### src/rtl/incr_search.sv
module incr_search #(
  parameter int W = 6,
  parameter int M = 5,
  localparam int IW = (M > 1) ? $clog2(M) : 1
) (
  input  logic          clk,
  input  logic          rst_n,
  input  logic          wr_en,
  input  logic [IW-1:0] wr_idx,
  input  logic [W-1:0]  wr_val,
  input  logic          start,
  output logic [W-1:0]  min_len,
  output logic [W-1:0]  best_y,
  output logic [W-1:0]  incr,
  output logic          done
);
  localparam int BW = (W > 1) ? $clog2(W) : 1;
  localparam int NITER = $clog2(W) + 1;
  localparam int CW = $clog2(NITER + 1);

  typedef enum logic [1:0] {IDLE, SCAN, INV} st_t;

  st_t st;
  logic [W-1:0] vec [M];
  logic [W-1:0] thr, y, best, x, maxlen, prod, tent, nb;
  logic [BW-1:0] bitpos;
  logic [CW-1:0] it;
  logic hit, last_y, busy;

  assign busy = st != IDLE;

  always_comb begin
    maxlen = '0;
    prod = '0;
    for (int i = 1; i < M; i++) begin
      prod = y * (vec[i] - vec[0]);
      if (prod > maxlen) maxlen = prod;
    end
  end

  assign tent = thr & ~(W'(1) << bitpos);
  assign hit = maxlen <= tent;
  assign last_y = &y;
  assign nb = hit ? y : best;

  always_ff @(posedge clk) begin
    if (!rst_n) begin
      for (int i = 0; i < M; i++) vec[i] <= '0;
    end else if (wr_en && !busy && 32'(wr_idx) < M) begin
      vec[wr_idx] <= wr_val;
    end
  end

  always_ff @(posedge clk) begin
    if (!rst_n) begin
      st <= IDLE;
      thr <= '0;
      best <= W'(1);
      x <= W'(1);
      y <= W'(1);
      bitpos <= '0;
      it <= '0;
      done <= 1'b0;
    end else begin
      done <= 1'b0;
      case (st)
        IDLE: if (start) begin
          if (M == 1) begin
            thr <= '0;
            best <= W'(1);
            x <= W'(1);
            done <= 1'b1;
          end else begin
            st <= SCAN;
            thr <= '1;
            best <= W'(1);
            y <= W'(1);
            bitpos <= BW'(W - 1);
          end
        end
        SCAN: begin
          if (hit) begin
            thr <= tent;
            best <= y;
          end
          if (hit || last_y) begin
            y <= W'(1);
            if (bitpos == '0) begin
              st <= INV;
              x <= nb;
              it <= '0;
            end else begin
              bitpos <= bitpos - 1'b1;
            end
          end else begin
            y <= y + W'(2);
          end
        end
        INV: begin
          x <= x * (W'(2) - best * x);
          it <= it + 1'b1;
          if (it == CW'(NITER - 1)) begin
            st <= IDLE;
            done <= 1'b1;
          end
        end
        default: st <= IDLE;
      endcase
    end
  end

  assign min_len = thr;
  assign best_y = best;
  assign incr = x;
endmodule

### config.mk
export PLATFORM = sky130hd
export DESIGN_NAME = incr_search
export DESIGN_NICKNAME = d
export VERILOG_FILES = /design/src/rtl/incr_search.sv
export SDC_FILE = /design/constraint.sdc
export NUM_CORES = 1
export LEC_CHECK = 0
export ABC_CLOCK_PERIOD_IN_PS = 9900
export BUFFER_PORTS_ARGS = -buffer_cell sky130_fd_sc_hd__buf_2
export CORE_MARGIN = 5
export CORE_UTILIZATION = 41
export CTS_CLUSTER_SIZE = 40
export DETAILED_ROUTE_END_ITERATION = 10
export GPL_ROUTABILITY_DRIVEN = 0
export SLEW_MARGIN = 20
export SYNTH_ARGS = -nofsm -noshare
export SYNTH_HDL_FRONTEND = slang
export SYNTH_SLANG_ARGS = --single-unit
### constraint.sdc
create_clock -name clk -period 9.9 [get_ports clk]
set_clock_uncertainty 0.05 [all_clocks]
set_input_delay 1.98 -clock clk [delete_from_list [all_inputs] [get_ports clk]]
set_output_delay 1.98 -clock clk [all_outputs]
set_load 0.02 [all_outputs]
Yosys cells after proc, flatten, opt, wreduce, memory -nomap -nowiden --
Memory sizes are Yosys's and may differ from the RTL's. Index checks and enable logic that the tools add are counted.
Storage, ports and cells: output and inout port bits 19, RAM bits 30, register bits 33, memories kept 1, word-level logic and storage cells 93, input port bits 13
Memories:
- vec | depth 5, width 6, rd ports 5, clocked after Yosys merged registers in 0, wr ports 5, line 24 | logic [W-1:0] vec [M];
Operators by class: multiply operators 6, order comparisons 6, reduce and logical (&&, ||, !) cells 17, shift operators 1, eq/ne operators 9, $add $sub $neg 8, bitwise logic cells 2, multiplexer cells 35
Operator list (count):
- $mux 6 | 12
- $pmux 6 s2 | 4
- $mul 6x6->6 | 6
- $sub 6x6->6 | 4
- $gt 6x6->1 | 3
- $mux 3 | 6
- $ne 2x2->1 const B | 6
- $pmux 3 s2 | 2
- $mux 2 | 4
- $reduce_and 4->1 | 2
- $add 6x2->6 const B | 1
- $and 6x6->6 | 1
- $gt 6x1->1 const B | 1
- $le 6x6->1 | 1
- $mux 1 | 6
- $not 6->6 | 1
- $pmux 2 s3 | 1
- $reduce_and 3->1 | 2
- $reduce_and 6->1 | 1
- $reduce_bool 2->1 | 3
- $reduce_or 6->1 | 1
- $shl 1x3->6 const A | 1
- $sub 2x6->6 const A | 1
- $reduce_and 2->1 | 2
- 11 further kinds | 12

Depth between registers and ports, before layout --
Gate-level depths: netlist (run 1).
word-level depth 15, gate-level depth with buffers 56, mapped depth without buffers 53

Least setup slack after synthesis (run 1) --
Ideal clock, no wire load.
path kind register to register, from memory vec[2][0], to register x[4], in the netlist incr[4], stages on the path, launching flop included 55, path buffers 3, data required time 9.728 ns, setup slack -1.013 ns, arrival time 10.741 ns, setup time 0.122 ns, cells stage by stage edfxtp_1 > inv_1 > ha_1 > inv_1 > fa_1 > xor2_1 > nand2_1 > fa_1 > inv_1 > ha_1 > fa_1 > inv_1 > fa_1 > xnor2_1 > xnor2_1 > xnor2_1 > xnor2_1 > xnor3_1 > [19 not listed] > nor2b_1 > o21a_1 > o21ai_0 > nand2b_1 > a211o_1 > and2_1 > clkbuf_1 > o31ai_1 > ha_1 > a21o_1 > a21oi_1 > a21boi_0 > o22ai_1 > clkbuf_1 > mux2i_1 > nor2_1 > a21oi_1 > o21ai_0
RTL lines:
- start: declaration | line 24
- end signal: assignment | line 90 | x <= nb;
- end signal: assignment | line 100 | x <= x * (W'(2) - best * x);
- end: declaration | line 25 | logic [W-1:0] thr, y, best, x, maxlen, prod, tent, nb;

==> flow_metrics.py, run 1 <==
metrics = {
    "yosys": {
        "yosysSeqAreaShare": 0.227,
        "postSynthRegisterBits": 63,
        "yosys_most_used_dff": "sky130_fd_sc_hd__dfxtp_1",
        "synth_top_area_frac": 0.176,
        "synth_area_per_cell_sq_um": 8.88,
        "count_of_flip_flops_with_a_built_in_enable_after_synthesis": 30,
        "synthMostInstantiatedCell": "sky130_fd_sc_hd__ha_1",
        "ys_top_cells_by_count": "97 x sky130_fd_sc_hd__ha_1, 76 x sky130_fd_sc_hd__and2_1, 64 x sky130_fd_sc_hd__nand2_1",
        "yosys.cell_types.count": 55,
        "ys_top_cells_by_area": "sky130_fd_sc_hd__ha_1 18%, sky130_fd_sc_hd__edfxtp_1 13%, sky130_fd_sc_hd__fa_1 9.9%",
        "synth_fp_nets": 920,
        "cell_area_after_synthesis_sq_um": 6890,
        "yosysWarnings": 0,
        "postSynth.asyncResetShare": 0,
        "synth_area_leader_cell": "sky130_fd_sc_hd__ha_1",
        "post_synth_inst_count": 776,
    },
    "global_routing": {
        "gr-total-overflow": 0,
        "grt_max_degree": 23,
        "wire_length_of_the_first_global_routing_pass_um": 26600,
        "grt_antenna_before_repair": 0,
        "grt_pass1_vias": 5277,
        "grt_use_total": 0.166,
    },
    "drt": {
        "drt_first_iter_violations": 271,
        "num_vias": 5426,
        "detail-route-antenna-nets": 0,
        "vias_per_cell": 5.02,
        "drt-pass1-iter-count": 5,
        "totalWireLength_um": 16400,
        "detail_route.wl_per_cell_um": 15.2,
        "drc": 0,
    },
    "worst_setup_path": {
        "worst_ep_required_time_ns": 10.04,
        "worstPathBufferInverterCount": 6,
        "worst_path_slowest_cell": "sky130_fd_sc_hd__fa_1",
        "timing.setup.critical_path_class": "reg -> reg",
        "timing.critical_path.slowest_cell_delay_ns": 0.55,
        "critical_path.most_common_cell": "sky130_fd_sc_hd__o21a_1",
        "timing.critical_path.from_type": "flip-flop",
        "reg2reg_slack_ns": -0.15,
        "path_max_fanout": 7,
        "path_delay_family": "adder cells",
        "critPathCaptureType": "flip-flop",
        "worst-endpoint-arrival_ns": 10.19,
    },
    "cts": {
        "cts.root.buffer_cell": "sky130_fd_sc_hd__clkbuf_16",
        "cts_made_buffers": 9,
        "cts-root-to-sink-buffers": 2,
        "holdBufCountCts": 0,
        "htreeDepth": 3,
        "clock-sinks": 63,
        "clkSlewWorstSetupHoldPaths_ns": 0.06,
        "clk-insertion-delay-late_ns": 0.34,
        "tritoncts": "built",
    },
    "placed_design": {
        "io_buffer_count": 31,
        "post-dp-hpwl_um": 12500,
    },
    "floorplan": {
        "die-area_sq_um": 19500,
        "floorplan.initialDensity": 0.417,
        "fp.dieH_um": 140,
        "placementRows": 47,
        "design.core.area_sq_um": 16500,
        "die_width_um": 140,
        "ios": 32,
    },
    "sta": {
        "timing.final.ws_setup_ns": -0.152,
        "setup_repair_after_global_routing_missed_its_margin": "true",
        "maxClockFrequency_mhz": 99.5,
        "number_of_setup_violations_in_the_final_report": 21,
        "worst_slew_margin_rel": 0.285,
        "finalHoldViolCount": 0,
        "finalCritPeriodShare": 1.02,
        "final.min_clock_period_ns": 10.05,
        "count_of_pins_over_their_slew_limit": 0,
        "timing_worst_slew_pin_value_ns": 1.07,
    },
    "cells_and_area": {
        "flow.area_growth_from_synthesis_pct": 24.4,
        "final_layout_size_suffix_gt1_frac": 0.239,
        "num-nets-final": 1000,
        "utilization": 0.519,
        "n_antenna_cell": 0,
    },
    "run_status": {
        "outcome": "finished with violations",
        "violations": "setup timing",
    },
    "job": {
        "max_cap_violations": 0,
    },
    "hold_path": {
        "worstHoldPathType": "reg -> reg",
    },
}
sequential cells by signal (all words and copies together), names as in the netlist:
register  count
bitpos        3
done          1
best_y        6
incr          6
it            3
st            2
min_len       6
y             6
vec          30
layout make-up:
cell class / instances / area (sq um)
fill: 1538 / 7950
tap: 220 / 275
clock inverter: 5 / 25.0
inverter: 60 / 225
timing repair buffer: 97 / 678
clock buffer: 11 / 233
multi-input combinational: 625 / 5580
sequential: 63 / 1560
through the flow:
stage	instances	worst slack, ns	instance area (sq um)	setup TNS (ns)	hold WS, ns
final	1081	-0.152	8570	-1.89	0.454
after global routing	1081	-0.594	8570	-15.46	0.504
after CTS	1069	-0.0274	8150	-0.0630	0.447
after detailed placement	1045	-0.303	7720	-5.41	0.434
after global placement	1045	-0.161	7720	-1.69	0.436
after floorplan	776	0.00673	7060	0	0.404
layer usage:
layer / GRT usage / routed length, um / vias to the layer above
met5: 0 / 0 / -
met4: 0.0449 / 223 / 0
met3: 0.0278 / 520 / 15
met2: 0.265 / 7560 / 62
met1: 0.234 / 8100 / 2559
li1: - / - / 2790
repair_timing:
action / in CTS / in global routing
pin swaps: 21 / 61
endpoints found under the setup margin: 27 / 32
gates cloned: 0 / 1
gates resized for setup: 18 / 81
setup buffers: 8 / 11
worst reg2reg max path, delay by kind of cell, from the launching register on:
| kind | cells | cell delay [ns] |
|---|---|---|
| compound gates | 16 | 2.61 |
| xor+xnor | 7 | 1.33 |
| fa+ha+maj | 10 | 3.22 |
| buf+inv | 6 | 0.82 |
| flops | 1 | 0.42 |
| mux | 1 | 0.30 |
| simple gates | 10 | 1.16 |
cells by family after synthesis:
logic type,synth area share
and+or+nand+nor,0.234
xor gates and xnor gates,0.101
AOI/OAI and AO/OA,0.0935
adders and majority gates,0.275
DFF,0.227
buffers and inverters,0.0487
muxes,0.0218
worst paths after layout:
| check | cells after the start | from | endpoint |
|---|---|---|---|
| max reg2reg | 50 | vec[0][0] | incr[5] |
| min | 2 | min_len[0] | min_len[0] |
| max | 50 | vec[0][0] | incr[5] |
| min reg2reg | 2 | min_len[0] | min_len[0] |
cells in the final DEF, fill, tap and decap left out, types with 5 or more instances in the layout:
cell	instances
sky130_fd_sc_hd__a21o_1	10
sky130_fd_sc_hd__a21oi_1	25
sky130_fd_sc_hd__a21oi_2	8
sky130_fd_sc_hd__and2_1	72
sky130_fd_sc_hd__and3_1	12
sky130_fd_sc_hd__buf_2	31
sky130_fd_sc_hd__buf_4	61
sky130_fd_sc_hd__clkbuf_16	9
sky130_fd_sc_hd__dfxtp_1	33
sky130_fd_sc_hd__edfxtp_1	30
sky130_fd_sc_hd__fa_1	30
sky130_fd_sc_hd__ha_1	82
sky130_fd_sc_hd__ha_4	12
sky130_fd_sc_hd__inv_1	56
sky130_fd_sc_hd__mux2i_4	6
sky130_fd_sc_hd__nand2_1	58
sky130_fd_sc_hd__nand2b_1	24
sky130_fd_sc_hd__nand3_1	22
sky130_fd_sc_hd__nand4_1	8
sky130_fd_sc_hd__nor2_1	42
sky130_fd_sc_hd__nor2_2	5
sky130_fd_sc_hd__nor2b_1	21
sky130_fd_sc_hd__o21a_1	5
sky130_fd_sc_hd__o21ai_0	9
sky130_fd_sc_hd__o21ai_1	7
sky130_fd_sc_hd__o21ai_2	6
sky130_fd_sc_hd__xnor2_1	44
sky130_fd_sc_hd__xnor2_2	6
sky130_fd_sc_hd__xor2_1	16
Power of run 1 is left out: the tool's default activity adds up to more than one toggle a clock period on the data nets, which glitch-free logic cannot reach.
==> inputs of run 2 (changes only) <==
- CORE_ASPECT_RATIO: default -> 1.75
==> flow_metrics.py, run 2 (synthesis results as in run 1) <==
metrics = {
    "drt": {
        "num_vias": 5695,
        "detail_route.wl_per_cell_um": 15.7,
        "m1WireLength_um": 6620,
        "dr_wl_met2_um": 9960,
        "drc": 0,
        "highest-signal-layer": "met4",
        "detail-route-antenna-nets": 0,
        "met3RoutedLength_um": 372,
        "drt-pass1-iter-count": 4,
        "drt_first_iter_violations": 210,
        "totalWireLength_um": 17400,
        "vias_per_cell": 5.14,
    },
    "global_routing": {
        "gr-total-overflow": 0,
        "wire_length_of_the_first_global_routing_pass_um": 29200,
        "grt_antenna_before_repair": 0,
        "grt_use_total": 0.186,
        "grt_pass1_vias": 6029,
        "grt_max_degree": 23,
    },
    "run_status": {
        "violations": "setup timing",
        "outcome": "finished with violations",
    },
    "sta": {
        "timing.final.ws_setup_ns": -0.154,
        "maxClockFrequency_mhz": 99.5,
        "timing_worst_slew_pin_value_ns": 0.954,
        "worst_slew_margin_rel": 0.358,
        "finalHoldViolCount": 0,
        "count_of_pins_over_their_slew_limit": 0,
        "setup_repair_after_global_routing_missed_its_margin": "true",
        "number_of_setup_violations_in_the_final_report": 15,
        "finalCritPeriodShare": 1.02,
        "hold_slack_final_ns": 0.439,
        "final.min_clock_period_ns": 10.05,
    },
    "worst_setup_path": {
        "path_max_fanout": 7,
        "timing.critical_path.slowest_cell_delay_ns": 0.54,
        "timing.critical_path.from_type": "flip-flop",
        "timing.setup.critical_path_class": "reg -> reg",
        "crit_cells": 55,
        "worst_ep_required_time_ns": 10.06,
        "worst-endpoint-arrival_ns": 10.22,
        "critPathCaptureType": "flip-flop",
        "worst_path_slowest_cell": "sky130_fd_sc_hd__fa_1",
        "path_delay_family": "compound AO/OA/AOI/OAI gates",
        "worstPathBufferInverterCount": 7,
        "reg2regPathDepth": 55,
    },
    "cells_and_area": {
        "final_layout_size_suffix_gt1_frac": 0.250,
        "layout.area.seq_sq_um": 1560,
        "largest_register": "vec",
        "multi_input_area_sq_um": 5470,
        "largest_reg_flops": 30,
        "final.fill_count": 1599,
        "mostFrequentLayoutCells": "85 x sky130_fd_sc_hd__ha_1, 83 x sky130_fd_sc_hd__buf_4, 70 x sky130_fd_sc_hd__and2_1",
        "num-nets-final": 1022,
        "mostFrequentLayoutCell": "sky130_fd_sc_hd__ha_1",
        "flow.area_growth_from_synthesis_pct": 26.3,
        "post_layout_nonfiller_instances": 1107,
        "n_antenna_cell": 0,
    },
    "cts": {
        "cts.root.buffer_cell": "sky130_fd_sc_hd__clkbuf_16",
        "holdBufCountCts": 0,
        "htreeDepth": 3,
        "clock-sinks": 63,
        "clk-insertion-delay-late_ns": 0.34,
        "tritoncts": "built",
        "cts_made_buffers": 9,
        "cts-root-to-sink-buffers": 2,
        "clkSlewWorstSetupHoldPaths_ns": 0.05,
    },
    "hold_path": {
        "worstHoldPathType": "reg -> reg",
        "min_path_cells": 2,
    },
    "placed_design": {
        "place.detailed.instances": 1048,
        "io_buffer_count": 31,
        "post-dp-hpwl_um": 13200,
    },
    "floorplan": {
        "floorplan.initialDensity": 0.419,
        "die_width_um": 108,
        "design.core.area_sq_um": 16400,
        "fp.dieH_um": 182,
        "placementRows": 62,
        "ios": 32,
        "die-area_sq_um": 19600,
    },
    "job": {
        "max_cap_violations": 0,
    },
}
==> run 2: worst reg2reg max path: cells and delay by family, from the launching register on <==
kind / cells / cell delay (ns)
AOI/OAI and AO/OA: 18 / 2.99
xor gates and xnor gates: 7 / 1.19
adders and majority gates: 10 / 2.87
buffers and inverters: 7 / 0.78
DFF: 1 / 0.37
muxes: 2 / 0.59
and+or+nand+nor: 11 / 1.10
==> run 2: layout make-up <==
| type | instances | share of cell area |
|---|---|---|
| multi-input cells | 624 | 0.629 |
| flip-flops and latches | 63 | 0.179 |
| repair buffers | 120 | 0.0982 |
| inverters | 60 | 0.0259 |
| clock buffers | 13 | 0.0312 |
| well taps | 224 | 0.0322 |
| clock inverters | 3 | 0.00460 |
==> run 2: timing repair <==
item,4_1_cts,5_1_grt
endpoints found under the hold margin,0,0
buffers inserted,39,6
setup endpoints to repair,32,32
gates resized for setup,38,50
pin swaps,38,21
==> run 2: through the flow <==
stage	utilization	setup slack [ns]	cell area (sq um)	TNS, ns
finish	0.529	-0.154	8700	-1.04
global route	0.529	-0.598	8700	-14.68
CTS	0.515	-0.112	8470	-0.720
detailed placement	0.469	-0.766	7720	-16.93
global placement	0.469	-0.614	7720	-12.64
floorplan	-	0.00673	7060	0
==> run 2: path summary, 6_finish.rpt <==
kind	startpoint	slack [ns]	to
worst max register to register	vec[0][0]	-0.15	incr[2]
worst max-delay path	vec[0][0]	-0.15	incr[2]
worst min register to register	it[2]	0.44	it[2]
worst min-delay path	it[2]	0.44	it[2]
==> run 2: metal layers <==
layer,up-vias,global-route usage
met2,79,0.362
li1,2834,-
met5,-,0
met3,24,0.0213
met4,0,0.0667
met1,2758,0.201
Power of run 2 is left out for the same reason.
==> inputs of run 3 (changes only) <==
- ABC_CLOCK_PERIOD_IN_PS: 9900 -> 12650
- clock period: 9.9 -> 12.65 ns (I/O delays scaled with it)
==> flow_metrics.py, run 3 (synthesis results as in run 1) <==
metrics = {
    "run_status": {
        "outcome": "finished clean",
    },
    "placed_design": {
        "io_buffer_count": 31,
        "dpl_worst_slack_ns": 0.915,
        "post-dp-hpwl_um": 12700,
    },
    "hold_path": {
        "hold_start": "it[2]",
        "min_delay_endpoint": "it[2]",
        "worstHoldPathType": "reg -> reg",
        "min_path_cells": 2,
    },
    "pwr": {
        "irDropWorstVdd_uv": 202,
        "power.density_cell_area_nw_per_um2": 260,
        "static_leakage_nw": 3.37,
    },
    "cts": {
        "cts_made_buffers": 9,
        "holdBufCountCts": 0,
        "clk-insertion-delay-late_ns": 0.33,
        "clkSlewWorstSetupHoldPaths_ns": 0.05,
        "postCtsSetupRepairBufs": 0,
        "tritoncts": "built",
        "clock-sinks": 63,
        "cts.root.buffer_cell": "sky130_fd_sc_hd__clkbuf_16",
        "ctsResizeCount": 0,
        "cts-root-to-sink-buffers": 2,
        "htreeDepth": 3,
    },
    "floorplan": {
        "design.core.area_sq_um": 16400,
        "ios": 32,
        "placementRows": 62,
        "floorplan.initialDensity": 0.419,
        "die_width_um": 108,
        "die-area_sq_um": 19600,
        "fp.dieH_um": 182,
    },
    "worst_setup_path": {
        "worst_path_slowest_cell": "sky130_fd_sc_hd__fa_1",
        "worstPathBufferInverterCount": 4,
        "reg_to_reg_end": "incr[3]",
        "worst_r2r_startpoint": "vec[0][0]",
        "timing.critical_path.slowest_cell_delay_ns": 0.56,
        "timing.critical_path.from_type": "flip-flop",
        "reg2regPathDepth": 50,
        "reg2reg_slack_ns": 0.99,
        "worst-endpoint-arrival_ns": 11.85,
        "path_max_fanout": 13,
        "worst_ep_required_time_ns": 12.84,
        "critPathCaptureType": "flip-flop",
        "timing.setup.critical_path_class": "reg -> reg",
        "path_delay_family": "adder cells",
    },
    "cells_and_area": {
        "flow.area_growth_from_synthesis_pct": 9.10,
        "final_layout_size_suffix_gt1_frac": 0.0776,
        "n_antenna_cell": 0,
        "largest_register": "vec",
        "multi_input_area_sq_um": 4990,
        "layout.area.seq_sq_um": 1560,
        "mostFrequentLayoutCells": "97 x sky130_fd_sc_hd__ha_1, 76 x sky130_fd_sc_hd__and2_1, 64 x sky130_fd_sc_hd__nand2_1",
        "mostFrequentLayoutCell": "sky130_fd_sc_hd__ha_1",
        "final.fill_count": 1698,
        "largest_reg_flops": 30,
        "num-nets-final": 939,
    },
    "global_routing": {
        "grt_use_total": 0.171,
        "wire_length_of_the_first_global_routing_pass_um": 26700,
        "grt_antenna_before_repair": 0,
        "groute.layer.met2.usage": 0.330,
        "grt_max_degree": 27,
        "gr-total-overflow": 0,
        "grtUsageMet1": 0.186,
        "grt-busiest-layer": "met2",
        "grt_pass1_vias": 5495,
        "grt.met3_usage": 0.0156,
    },
    "drt": {
        "totalWireLength_um": 15800,
        "detail-route-antenna-nets": 0,
        "detail_route.wl_per_cell_um": 15.5,
        "vias_per_cell": 5.18,
        "drt-pass1-iter-count": 4,
        "drt_first_iter_violations": 221,
        "drc": 0,
        "num_vias": 5301,
    },
    "sta": {
        "final.min_clock_period_ns": 11.66,
        "worst_slew_margin_rel": 0.392,
        "fin_tns_setup_ns": 0,
        "number_of_setup_violations_in_the_final_report": 0,
        "timing_worst_slew_pin_value_ns": 0.903,
        "count_of_pins_over_their_slew_limit": 0,
        "maxClockFrequency_mhz": 85.8,
        "finalHoldViolCount": 0,
        "finalCritPeriodShare": 0.922,
        "setup_repair_after_global_routing_missed_its_margin": "false",
        "timing.final.ws_setup_ns": 0.989,
    },
    "job": {
        "max_cap_violations": 0,
    },
}
## run 3: changes by cell type in the layout (fill, tap and decap cells not counted), moves of 7 or more
cell,previous run,this run
sky130_fd_sc_hd__buf_4,83,6
sky130_fd_sc_hd__ha_1,85,97
sky130_fd_sc_hd__ha_4,8,0
sky130_fd_sc_hd__nand2_1,57,64
sky130_fd_sc_hd__o21ai_0,9,22
sky130_fd_sc_hd__o21ai_2,7,0
## run 3: metrics by stage
| step | cells | cell area [sq um] | power [W] | util | hold slack [ns] |
|---|---|---|---|---|---|
| floorplan | 776 | 6890 | 0.00142 | - | 0.404 |
| global placement | 1008 | 7260 | 0.00174 | 0.442 | 0.413 |
| detailed placement | 1008 | 7260 | 0.00174 | 0.442 | 0.426 |
| CTS | 1023 | 7520 | 0.00197 | 0.457 | 0.438 |
| global route | 1023 | 7520 | 0.00220 | 0.457 | 0.464 |
| finish | 1023 | 7520 | 0.00195 | 0.457 | 0.434 |
## run 3: layout make-up
type                       count  area share
timing repair buffer          37      0.0266
tap                          224      0.0373
clock buffer                  11      0.0310
clock inverter                 4     0.00316
multi-input combinational    624       0.664
sequential                    63       0.208
inverter                      60      0.0300
## run 3: worst max path at each step
stage,cells after the start,slack [ns],startpoint,to
after floorplan,54,1.74,vec[2][0],incr[4]
after global placement,50,1.13,vec[0][0],bitpos[2]
after detailed placement,50,0.92,vec[0][0],bitpos[1]
after CTS,50,0.91,vec[0][0],incr[3]
after global routing,50,0.01,vec[0][0],incr[0]
final,50,0.99,vec[0][0],incr[3]
## run 3: power breakdown
| group | internal, W | total, W | switching [W] |
|---|---|---|---|
| Combinational | 0.000649 | 0.00147 | 0.000816 |
| Clock | 0.000131 | 0.000218 | 0.0000873 |
| Sequential | 0.000242 | 0.000271 | 0.0000289 |
| Total | 0.00102 | 0.00195 | 0.000932 |
## run 3: worst register-to-register path: cells and delay by family, from the launching register on
kind                     cells  cell delay, ns
buffers and inverters        4            0.55
multiplexers                 1            0.31
XOR/XNOR                     7            1.59
flip-flops                   1            0.45
AND/OR/NAND/NOR             11            1.87
adder cells (fa/ha/maj)     10            3.59
AO/OA/AOI/OAI               17            3.17
## run 3: per-layer routing
layer	routed length [um]	vias to the layer above
li1	-	2656
met3	228	23
met1	6200	2558
met4	475	0
met2	8910	64
met5	0	-
Note: power is estimated with default switching activity, not from simulation.
